==> src/rtl/irq_prio_pkg.sv <==
package irq_prio_pkg;
  // Default configuration shared by the selector modules.
  localparam int unsigned DEF_N_SRC  = 16;
  localparam int unsigned DEF_PRIO_W = 3;
endpackage

==> src/rtl/irq_lowest_set.sv <==
// Finds the index of the lowest set bit of a vector.
// Both selection stages use this encoder.
module irq_lowest_set #(
  parameter int unsigned W  = 8,
  localparam int unsigned IW = (W > 1) ? $clog2(W) : 1
) (
  input  logic [W-1:0]  vec_i,
  output logic          any_o,
  output logic [IW-1:0] idx_o
);
  always_comb begin
    idx_o = '0;
    for (int i = W - 1; i >= 0; i--) begin
      if (vec_i[i]) idx_o = IW'(i);
    end
  end

  assign any_o = |vec_i;

  // The chosen bit must be set whenever any bit is set.
  always_comb begin
    if (any_o) a_r2_idx_hits_set_bit: assert (vec_i[idx_o]);
  end
endmodule

==> src/rtl/irq_level_occupancy.sv <==
// Builds one bit per priority level: set when a pending source sits at that level.
// The all-ones level is the mask value and is never marked occupied.
module irq_level_occupancy #(
  parameter int unsigned N_SRC  = 16,
  parameter int unsigned PRIO_W = 3,
  localparam int unsigned LEVELS = 1 << PRIO_W
) (
  input  logic [N_SRC-1:0]        pend_i,
  input  logic [N_SRC*PRIO_W-1:0] prio_i,
  output logic [LEVELS-1:0]       occ_o
);
  for (genvar l = 0; l < LEVELS; l++) begin : g_lvl
    if (l == LEVELS - 1) begin : g_mask
      assign occ_o[l] = 1'b0;
    end else begin : g_live
      logic [N_SRC-1:0] hit;
      for (genvar s = 0; s < N_SRC; s++) begin : g_src
        assign hit[s] = pend_i[s] && (prio_i[s*PRIO_W +: PRIO_W] == PRIO_W'(l));
      end
      assign occ_o[l] = |hit;
    end
  end
endmodule

==> src/rtl/irq_source_match.sv <==
// Builds one bit per source: set when the source is pending at the chosen level.
module irq_source_match #(
  parameter int unsigned N_SRC  = 16,
  parameter int unsigned PRIO_W = 3
) (
  input  logic [N_SRC-1:0]        pend_i,
  input  logic [N_SRC*PRIO_W-1:0] prio_i,
  input  logic                    lvl_ok_i,
  input  logic [PRIO_W-1:0]       lvl_i,
  output logic [N_SRC-1:0]        match_o
);
  for (genvar s = 0; s < N_SRC; s++) begin : g_src
    assign match_o[s] = lvl_ok_i && pend_i[s] &&
                        (prio_i[s*PRIO_W +: PRIO_W] == lvl_i);
  end
endmodule

==> src/rtl/irq_prio_select.sv <==
module irq_prio_select
  import irq_prio_pkg::*;
#(
  parameter int unsigned N_SRC  = DEF_N_SRC,
  parameter int unsigned PRIO_W = DEF_PRIO_W,
  localparam int unsigned LEVELS = 1 << PRIO_W,
  localparam int unsigned SRC_W  = (N_SRC > 1) ? $clog2(N_SRC) : 1
) (
  input  logic                    clk,
  input  logic                    rst,
  input  logic [N_SRC-1:0]        pend_i,
  input  logic [N_SRC*PRIO_W-1:0] prio_i,
  output logic                    found_o,
  output logic [SRC_W-1:0]        best_src_o,
  output logic [PRIO_W-1:0]       best_prio_o
);
  logic [LEVELS-1:0] occ;
  logic              lvl_any;
  logic [PRIO_W-1:0] lvl_sel;
  logic [N_SRC-1:0]  match;
  logic              src_any;
  logic [SRC_W-1:0]  src_sel;

  // Stage 1: find the best occupied priority level.
  irq_level_occupancy #(.N_SRC(N_SRC), .PRIO_W(PRIO_W)) u_occ (
    .pend_i(pend_i), .prio_i(prio_i), .occ_o(occ)
  );

  irq_lowest_set #(.W(LEVELS)) u_lvl_enc (
    .vec_i(occ), .any_o(lvl_any), .idx_o(lvl_sel)
  );

  // Stage 2: find the lowest-numbered source pending at that level.
  irq_source_match #(.N_SRC(N_SRC), .PRIO_W(PRIO_W)) u_match (
    .pend_i(pend_i), .prio_i(prio_i), .lvl_ok_i(lvl_any),
    .lvl_i(lvl_sel), .match_o(match)
  );

  irq_lowest_set #(.W(N_SRC)) u_src_enc (
    .vec_i(match), .any_o(src_any), .idx_o(src_sel)
  );

  // Output register; the idle value is also the reset value.
  always_ff @(posedge clk) begin
    if (rst || !src_any) begin
      found_o     <= 1'b0;
      best_src_o  <= '0;
      best_prio_o <= '1;
    end else begin
      found_o     <= 1'b1;
      best_src_o  <= src_sel;
      best_prio_o <= lvl_sel;
    end
  end

  // ---------------- assertions ----------------
  // These registered copies of the inputs exist only for the checks below.
  logic [N_SRC-1:0]        pend_q;
  logic [N_SRC*PRIO_W-1:0] prio_q;
  always_ff @(posedge clk) begin
    if (rst) begin
      pend_q <= '0;
      prio_q <= '1;
    end else begin
      pend_q <= pend_i;
      prio_q <= prio_i;
    end
  end

  a_r5_idle_values: assert property (@(posedge clk) disable iff (rst)
    !found_o |-> (best_src_o == '0 && best_prio_o == '1));

  a_r4_mask_never_wins: assert property (@(posedge clk) disable iff (rst)
    found_o |-> best_prio_o != '1);

  a_r3_winner_was_pending: assert property (@(posedge clk) disable iff (rst)
    found_o |-> (pend_q[best_src_o] &&
                 prio_q[best_src_o*PRIO_W +: PRIO_W] == best_prio_o));

  a_r7_reset_idle: assert property (@(posedge clk)
    $past(rst) |-> (!found_o && best_prio_o == '1));

  for (genvar s = 0; s < N_SRC; s++) begin : g_chk
    logic live;
    assign live = pend_q[s] && (prio_q[s*PRIO_W +: PRIO_W] != '1);

    a_r1_no_better_source: assert property (@(posedge clk) disable iff (rst)
      live |-> (found_o && best_prio_o <= prio_q[s*PRIO_W +: PRIO_W]));

    a_r2_lowest_index_tie: assert property (@(posedge clk) disable iff (rst)
      (live && found_o && prio_q[s*PRIO_W +: PRIO_W] == best_prio_o)
        |-> best_src_o <= SRC_W'(s));
  end
endmodule

==> config.mk <==
export PLATFORM = sky130hd
export DESIGN_NAME = irq_prio_select
export DESIGN_NICKNAME = d
export VERILOG_FILES = /design/src/rtl/irq_prio_pkg.sv /design/src/rtl/irq_lowest_set.sv /design/src/rtl/irq_level_occupancy.sv /design/src/rtl/irq_source_match.sv /design/src/rtl/irq_prio_select.sv
export SDC_FILE = /design/constraint.sdc
export NUM_CORES = 1
export LEC_CHECK = 0
export ABC_CLOCK_PERIOD_IN_PS = 3400
export BUFFER_PORTS_ARGS = -buffer_cell sky130_fd_sc_hd__buf_4
export CORE_MARGIN = 1.5
export CORE_UTILIZATION = 49
export DETAILED_ROUTE_END_ITERATION = 10
export PLACE_DENSITY_LB_ADDON = 0.05
export SKIP_CTS_REPAIR_TIMING = 1
export SLEW_MARGIN = 15
export SYNTH_ARGS = -nofsm -noshare
export SYNTH_HDL_FRONTEND = slang
export SYNTH_HIERARCHICAL = 1
export SYNTH_SLANG_ARGS = --single-unit
==> constraint.sdc <==
create_clock -name clk -period 3.4 [get_ports clk]
set_input_delay 0.68 -clock clk [delete_from_list [all_inputs] [get_ports clk]]
set_output_delay 0.68 -clock clk [all_outputs]
set_load 0.005 [all_outputs]
==> flow_metrics.py, run 1 <==
metrics = {
    "placed_design": {
        "gp_congestion": 0.951,
        "dp.cells": 564,
        "pre_cts_ws_ps": -716,
        "port_buffers": 73,
        "dp_hpwl_um": 8200,
    },
    "logic_synthesis": {
        "ys_ff_latch": 8,
        "synthSimpleGateAreaFrac_pct": 68.9,
        "synth_area_leaders": "nand4b_1, xor2_1, and4bb_2, nor4bb_1, dfxtp_1",
        "syn_area_per_cell_um2": 8.49,
        "syn_area_um2": 2550,
        "synthAdderAreaFrac_pct": 0,
        "muxShareOfSynthArea_pct": 0,
        "yosysSeqAreaShare_pct": 6.29,
        "synthCells": 300,
        "synth_nets": 366,
        "synth_largest_area_cell": "nand4b_1",
        "synth_cell_types": 39,
        "yosysTopAreaCellShare_pct": 16.5,
        "synth_top_family_by_area": "simple AND/OR/NAND/NOR gates",
        "synth-compound-area-share_pct": 3.73,
        "ys_warn_count": 6,
        "synth-xor-area-share_pct": 16.5,
    },
    "global_route": {
        "overflow": 248,
        "grt_max_degree": 11,
        "grt_usage_pct": 88.4,
    },
    "floorplanning": {
        "start_util_pct": 50.2,
        "ios": 74,
        "fp.dieH_um": 75.1,
        "die_w_um": 75.1,
        "rows": 26,
    },
    "outcome": {
        "haltStage": "global routing (5_1_grt)",
        "outcome": "did not finish",
        "error": "[ERROR GRT-0232] Routing congestion too high. Check the congestion heatmap in the GUI.",
    },
    "cts": {
        "clockRootBuffer": "clkbuf_8",
        "cts_sinks": 8,
        "htree_levels": 1,
        "cts_inserted_buffers": 3,
        "clockBufferDepth": 2,
    },
    "sta": {
        "worst_endpoint": "best_src_o[1]$_SDFF_PP0_/D",
        "endpoint_type": "register data pin",
    },
}
-- per-stage QoR --
step	utilization, %	instance area (µm²)	hold slack, ps
2_1_floorplan	-	2560	752
3_3_place_gp	81.4	4130	887
3_5_place_dp	81.4	4130	894
4_1_cts	82.2	4170	672
-- routing by layer --
metal | overflow | global-route usage, %
met5 | 0 | 7.41
met1 | 1 | 82.0
met2 | 174 | 113
met3 | 2 | 66.7
met4 | 71 | 104
-- synthesized netlist by cell type (all sizes together) --
library cell,n
o41ai,1
a21oi,4
xor2,48
a31oi,2
o311a,1
and3,1
o22ai,1
o21ai,3
nand3,3
or4,3
nand2b,1
dfxtp,8
inv,4
nor2b,2
o21bai,1
nor4b,16
nor2,11
or3,1
o31ai,1
a21boi,1
clkbuf,1
nor3,1
nand4b,48
nor4bb,26
and4bb,22
conb,1
nor4,35
and3b,5
buf,8
or3b,3
nand2,21
nand4,16
-- kinds of logic after synthesis --
kind of cell	count (synthesis)
other	1
AO/OA/AOI/OAI	15
AND/OR/NAND/NOR	215
XOR/XNOR	48
flip-flops	8
buffers and inverters	13
==> run 2, diff against run 1 <==
- ABC_CLOCK_PERIOD_IN_PS: 3400 -> 4400
- CORE_UTILIZATION: 49 -> 40
- PLACE_DENSITY_LB_ADDON: 0.05 -> 0.15
- clock period: 3.4 -> 4.4 ns (I/O delays scaled with it)
==> run 2 against run 1 <==
The run now ends clean. Synthesized area unchanged. Synthesized cell count unchanged.
==> flow_metrics.py, run 2 <==
metrics = {
    "outcome": {
        "outcome": "finished clean",
    },
    "logic_synthesis": {
        "ys_warn_count": 6,
        "synthAdderAreaFrac_pct": 0,
        "ys_ff_latch": 8,
        "yosysTopAreaCellShare_pct": 16.5,
        "synth-xor-area-share_pct": 16.5,
        "synth_area_leaders": "nand4b_1, xor2_1, and4bb_2, nor4bb_1, dfxtp_1",
        "synth_ff_type": "dfxtp_1",
        "synth_nets": 366,
        "synth_cell_types": 39,
        "synthCells": 300,
        "yosysSeqAreaShare_pct": 6.29,
        "syn_area_um2": 2550,
        "syn_area_per_cell_um2": 8.49,
        "synth_edf_count": 0,
        "synth-compound-area-share_pct": 3.73,
        "synth_largest_area_cell": "nand4b_1",
        "ys_top_cells_by_count": "nand4b_1, xor2_1, nor4bb_1",
        "synthSimpleGateAreaFrac_pct": 68.9,
        "ys_async_sr_fraction_pct": 0,
        "synth_top_family_by_area": "simple AND/OR/NAND/NOR gates",
        "muxShareOfSynthArea_pct": 0,
    },
    "route": {
        "routed_wl_um": 8710,
        "vias": 2943,
        "via_per_inst": 6.38,
        "first_pass_iters": 4,
        "drc": 0,
        "ant_nets": 0,
        "wl_per_cell_um": 18.9,
        "drt_iter0_markers": 190,
    },
    "pwr": {
        "max-vdd-ir-drop_uv": 238,
        "cellPowerDensity_nw_per_um2": 177,
        "p_leak_nw": 1.39,
    },
    "setup_path": {
        "critPathRequiredTime_ps": 4570,
        "crit_path_end": "best_src_o[1]",
        "worstPathCellList": "buf_4, and4bb_2, nor4_1, nand4_1, nor4_2, and3b_1, buf_4, xor2_1, nor4_1, nor2_1, o31ai_1, nand2_1, a31oi_1, and3b_2",
        "worst_ep_arrival_time_ps": 4350,
        "critPathCaptureType": "flip-flop",
        "path_max_fanout": 8,
        "slowest_stage": "nor4_1",
        "critPathKind": "input port to flip-flop",
        "cp-startpoint": "prio_i[24]",
        "slowest_delay_ps": 680,
        "start_kind": "input port",
    },
    "sta": {
        "slew_headroom_pct": 48.4,
        "fin_crit_ps": 4180,
        "fmax_mhz": 239,
        "setup_violations": 0,
        "rsz0062_at_grt": "no",
        "tightest_slew_ps": 767,
        "maxSlewViolCount": 0,
        "min_period_over_period_pct": 94.9,
        "tns_ps": 0,
        "finalHoldViolCount": 0,
        "setup_ws_ps": 223,
    },
    "min_path": {
        "hp-class": "input port to flip-flop",
        "min_path_cells": 2,
    },
    "cells_and_area": {
        "final.fill_count": 594,
        "final_nets": 454,
        "mostFrequentLayoutCell": "buf_4",
        "top_register": "best_src_o",
        "drive_gt1_share_pct": 35.0,
        "reg.largest.list": "best_src_o (4), best_prio_o (3), found_o (1)",
        "syn_to_final_growth_pct": 29.5,
        "largest_reg_flops": 4,
        "final_cell_mix": "buf_4, xor2_1, nand4b_1, nor4bb_1, nor4_1",
        "final_util_pct": 54.8,
        "n_antenna_cell": 0,
    },
    "floorplanning": {
        "fp.dieH_um": 82.8,
        "dieArea_um2": 6860,
        "core_area_um2": 6030,
        "die_w_um": 82.8,
        "ios": 74,
        "start_util_pct": 42.3,
        "rows": 28,
    },
    "cts": {
        "path_clk_slew_ps": 40,
        "clockBufferDepth": 2,
        "cts_inserted_buffers": 3,
        "htree_levels": 1,
        "clockRootBuffer": "clkbuf_8",
        "cts_sinks": 8,
        "cts_tree": "yes",
    },
    "placed_design": {
        "gp_congestion": 0.928,
        "port_buffers": 73,
        "pre_cts_ws_ps": 110,
        "dp_hpwl_um": 6880,
    },
    "global_route": {
        "antenna_found_initial": 0,
        "grt_usage_pct": 23.8,
        "grt_first_pass_wirelength_um": 13400,
        "grt_pass1_vias": 2573,
        "overflow": 0,
        "grt_max_degree": 14,
    },
    "job": {
        "max_cap_violations": 0,
    },
}
-- run 2: worst min-delay path by stage --
| stage | from | end | slack [ps] |
|---|---|---|---|
| after floorplan | rst | found_o | 950 |
| after global placement | rst | found_o | 1090 |
| after detailed placement | rst | found_o | 1100 |
| after CTS | rst | found_o | 870 |
| after global routing | rst | found_o | 870 |
| final | rst | found_o | 870 |
-- run 2: final cells by class --
cell class	instances	area [µm²]	share of cell area, %
Timing Repair Buffer	92	703	21.3
Multi-Input combinational cell	279	2290	69.3
Sequential cell	8	160	4.85
Clock buffer	3	41.3	1.25
Inverter	4	15.0	0.455
Tap cell	75	93.8	2.84
-- run 2: per-stage QoR --
stage               power [mW]  std cells  cell area, µm²  hold WS [ps]
finish                   0.586        461            3300           868
CTS                      0.585        461            3300           865
floorplan                0.319        300            2550           952
detailed placement       0.498        458            3260          1100
global placement         0.490        458            3260          1090
global route             0.629        461            3300           868
-- run 2: logic make-up (layout without fill, tap and decap cells) --
family,after synthesis,count (layout)
AOI/OAI and AO/OA,15,15
xor gates and xnor gates,48,48
and+or+nand+nor,215,215
other,1,1
buffers and inverters,13,99
DFF,8,8
-- run 2: critical path, delay by kind of cell --
kind                      cells  cell delay (ps)
AOI/OAI and AO/OA             2              440
xor gates and xnor gates      1              160
buffers and inverters         2              290
and+or+nand+nor               9             2550
-- run 2: report_power, final --
part / internal, mW / total (mW) / switching (mW)
clock: 0.0590 / 0.0852 / 0.0262
sequential: 0.0894 / 0.0935 / 0.00411
combinational: 0.198 / 0.407 / 0.209
-- run 2: metal layers --
metal,share of wire (%),global-route usage [%],vias to the layer above
met3,5.6,2.39,12
met5,0,0,-
met2,47,39.5,104
met1,47,33.9,1389
li1,-,-,1438
met4,1.2,3.33,0
Note: power is estimated with default switching activity, not from simulation.
==> run 3, diff against run 2 <==
- PLACE_DENSITY_LB_ADDON: 0.15 -> 0.2
==> run 3 against run 2 <==
Combinational power is 3% higher. Critical path type unchanged. Cell area is 2.3% higher. Sequential power hardly changed. Final cell count is 2.2% higher. Wire length is 1.3% lower. Via count is 0.71% higher. Hold slack better by 6.8 ps. Setup slack better by 180 ps. First-iteration DRC count is 28% lower.
==> flow_metrics.py, run 3 (same netlist as run 2, synthesis figures left out) <==
metrics = {
    "outcome": {
        "outcome": "finished clean",
    },
    "cells_and_area": {
        "top_register": "best_src_o",
        "finish.instance_area_um2": 3370,
        "final_cell_mix": "buf_4, xor2_1, nand4b_1, nor4bb_1, nor4_1",
        "drive_gt1_share_pct": 36.6,
        "largest_reg_flops": 4,
        "final_nets": 464,
        "reg.largest.list": "best_src_o (4), best_prio_o (3), found_o (1)",
        "n_antenna_cell": 0,
        "syn_to_final_growth_pct": 32.5,
        "final_util_pct": 56.0,
        "layoutNonFillerInstCount": 471,
        "mostFrequentLayoutCell": "buf_4",
    },
    "route": {
        "wl_per_cell_um": 18.3,
        "vias": 2964,
        "drc": 0,
        "first_pass_iters": 4,
        "routed_wl_um": 8600,
        "drt_iter0_markers": 136,
        "ant_nets": 0,
        "via_per_inst": 6.29,
    },
    "global_route": {
        "antenna_found_initial": 0,
        "grt_max_degree": 14,
        "grt_pass1_vias": 2774,
        "overflow": 0,
        "grt_first_pass_wirelength_um": 13900,
        "grt_usage_pct": 24.4,
    },
    "pwr": {
        "cellPowerDensity_nw_per_um2": 177,
        "pwr-share-comb_pct": 70.3,
        "p_leak_nw": 1.44,
        "fin_total_pwr_uw": 596,
        "internal_power_uw": 357,
        "switching_share_pct": 40.1,
        "seqPwrFrac_pct": 15.7,
        "max-vdd-ir-drop_uv": 251,
        "clkPwrFrac_pct": 14.0,
        "p_sw_uw": 239,
    },
    "sta": {
        "fin_crit_ps": 4000,
        "min_period_over_period_pct": 90.8,
        "slew_headroom_pct": 64.0,
        "finalHoldViolCount": 0,
        "tns_ps": 0,
        "setup_violations": 0,
        "rsz0062_at_grt": "no",
        "fmax_mhz": 250,
        "tightest_slew_ps": 532,
        "maxSlewViolCount": 0,
    },
    "floorplanning": {
        "start_util_pct": 42.3,
        "dieArea_um2": 6860,
        "ios": 74,
        "die_w_um": 82.8,
        "fp.dieH_um": 82.8,
        "core_area_um2": 6030,
        "rows": 28,
    },
    "job": {
        "max_cap_violations": 0,
    },
    "min_path": {
        "hp-class": "input port to flip-flop",
    },
    "setup_path": {
        "critPathRequiredTime_ps": 4510,
        "worst_ep_arrival_time_ps": 4100,
        "critPathKind": "input port to flip-flop",
        "start_kind": "input port",
        "critPathCaptureType": "flip-flop",
        "path_max_fanout": 12,
    },
    "cts": {
        "htree_levels": 1,
        "cts_inserted_buffers": 3,
        "cts_sinks": 8,
        "clockRootBuffer": "clkbuf_8",
        "path_clk_slew_ps": 40,
        "clockBufferDepth": 2,
        "cts_tree": "yes",
    },
    "placed_design": {
        "gp_congestion": 1.10,
        "postPlaceCellArea_um2": 3330,
        "port_buffers": 73,
        "dp_hpwl_um": 6890,
        "dp.cells": 468,
    },
}
run 3: path summary, 6_finish.rpt:
check	startpoint	cells past startpoint	slack, ps	end
hold / removal	rst	2	870	found_o
setup / recovery	prio_i[24]	14	400	best_src_o[2]
run 3: final cells by class:
| class | count | area (µm²) |
|---|---|---|
| Clock buffer | 3 | 41.3 |
| Multi-Input combinational cell | 279 | 2290 |
| Inverter | 4 | 15.0 |
| Fill cell | 592 | 2650 |
| Tap cell | 75 | 93.8 |
| Sequential cell | 8 | 160 |
| Timing Repair Buffer | 102 | 778 |
run 3: power groups by stage:
stage | sequential [mW] | combinational, mW | clock (mW)
3_5_place_dp | 0.0946 | 0.415 | 0
5_1_grt | 0.0956 | 0.456 | 0.0911
4_1_cts | 0.0936 | 0.416 | 0.0867
2_1_floorplan | 0.0970 | 0.222 | 0
3_3_place_gp | 0.0946 | 0.408 | 0
6_report | 0.0934 | 0.419 | 0.0835
run 3: critical path: stages:
cell and delay, ps:
buf_4 120, and4bb_2 240, nor4_1 360, nand4_1 190, buf_4 180, o41ai_2 370
buf_4 320, xor2_1 200, nor4_2 70, buf_4 150, nor4_2 240, nand3_1 130
or3_1 410, and3b_2 240
run 3: stage by stage:
| stage | setup slack, ps | hold slack [ps] |
|---|---|---|
| final | 405 | 874 |
| after global routing | 129 | 877 |
| after CTS | 393 | 871 |
| after detailed placement | 164 | 1110 |
| after global placement | 206 | 1090 |
| after floorplan | 687 | 952 |
run 3: metal layers:
layer / share of wire, % / up-vias / GRT usage (%)
met5: 0 / - / 0
met2: 47 / 93 / 40.6
met1: 45 / 1403 / 33.5
met3: 5.5 / 14 / 1.99
li1: - / 1454 / -
met4: 2.4 / 0 / 7.12
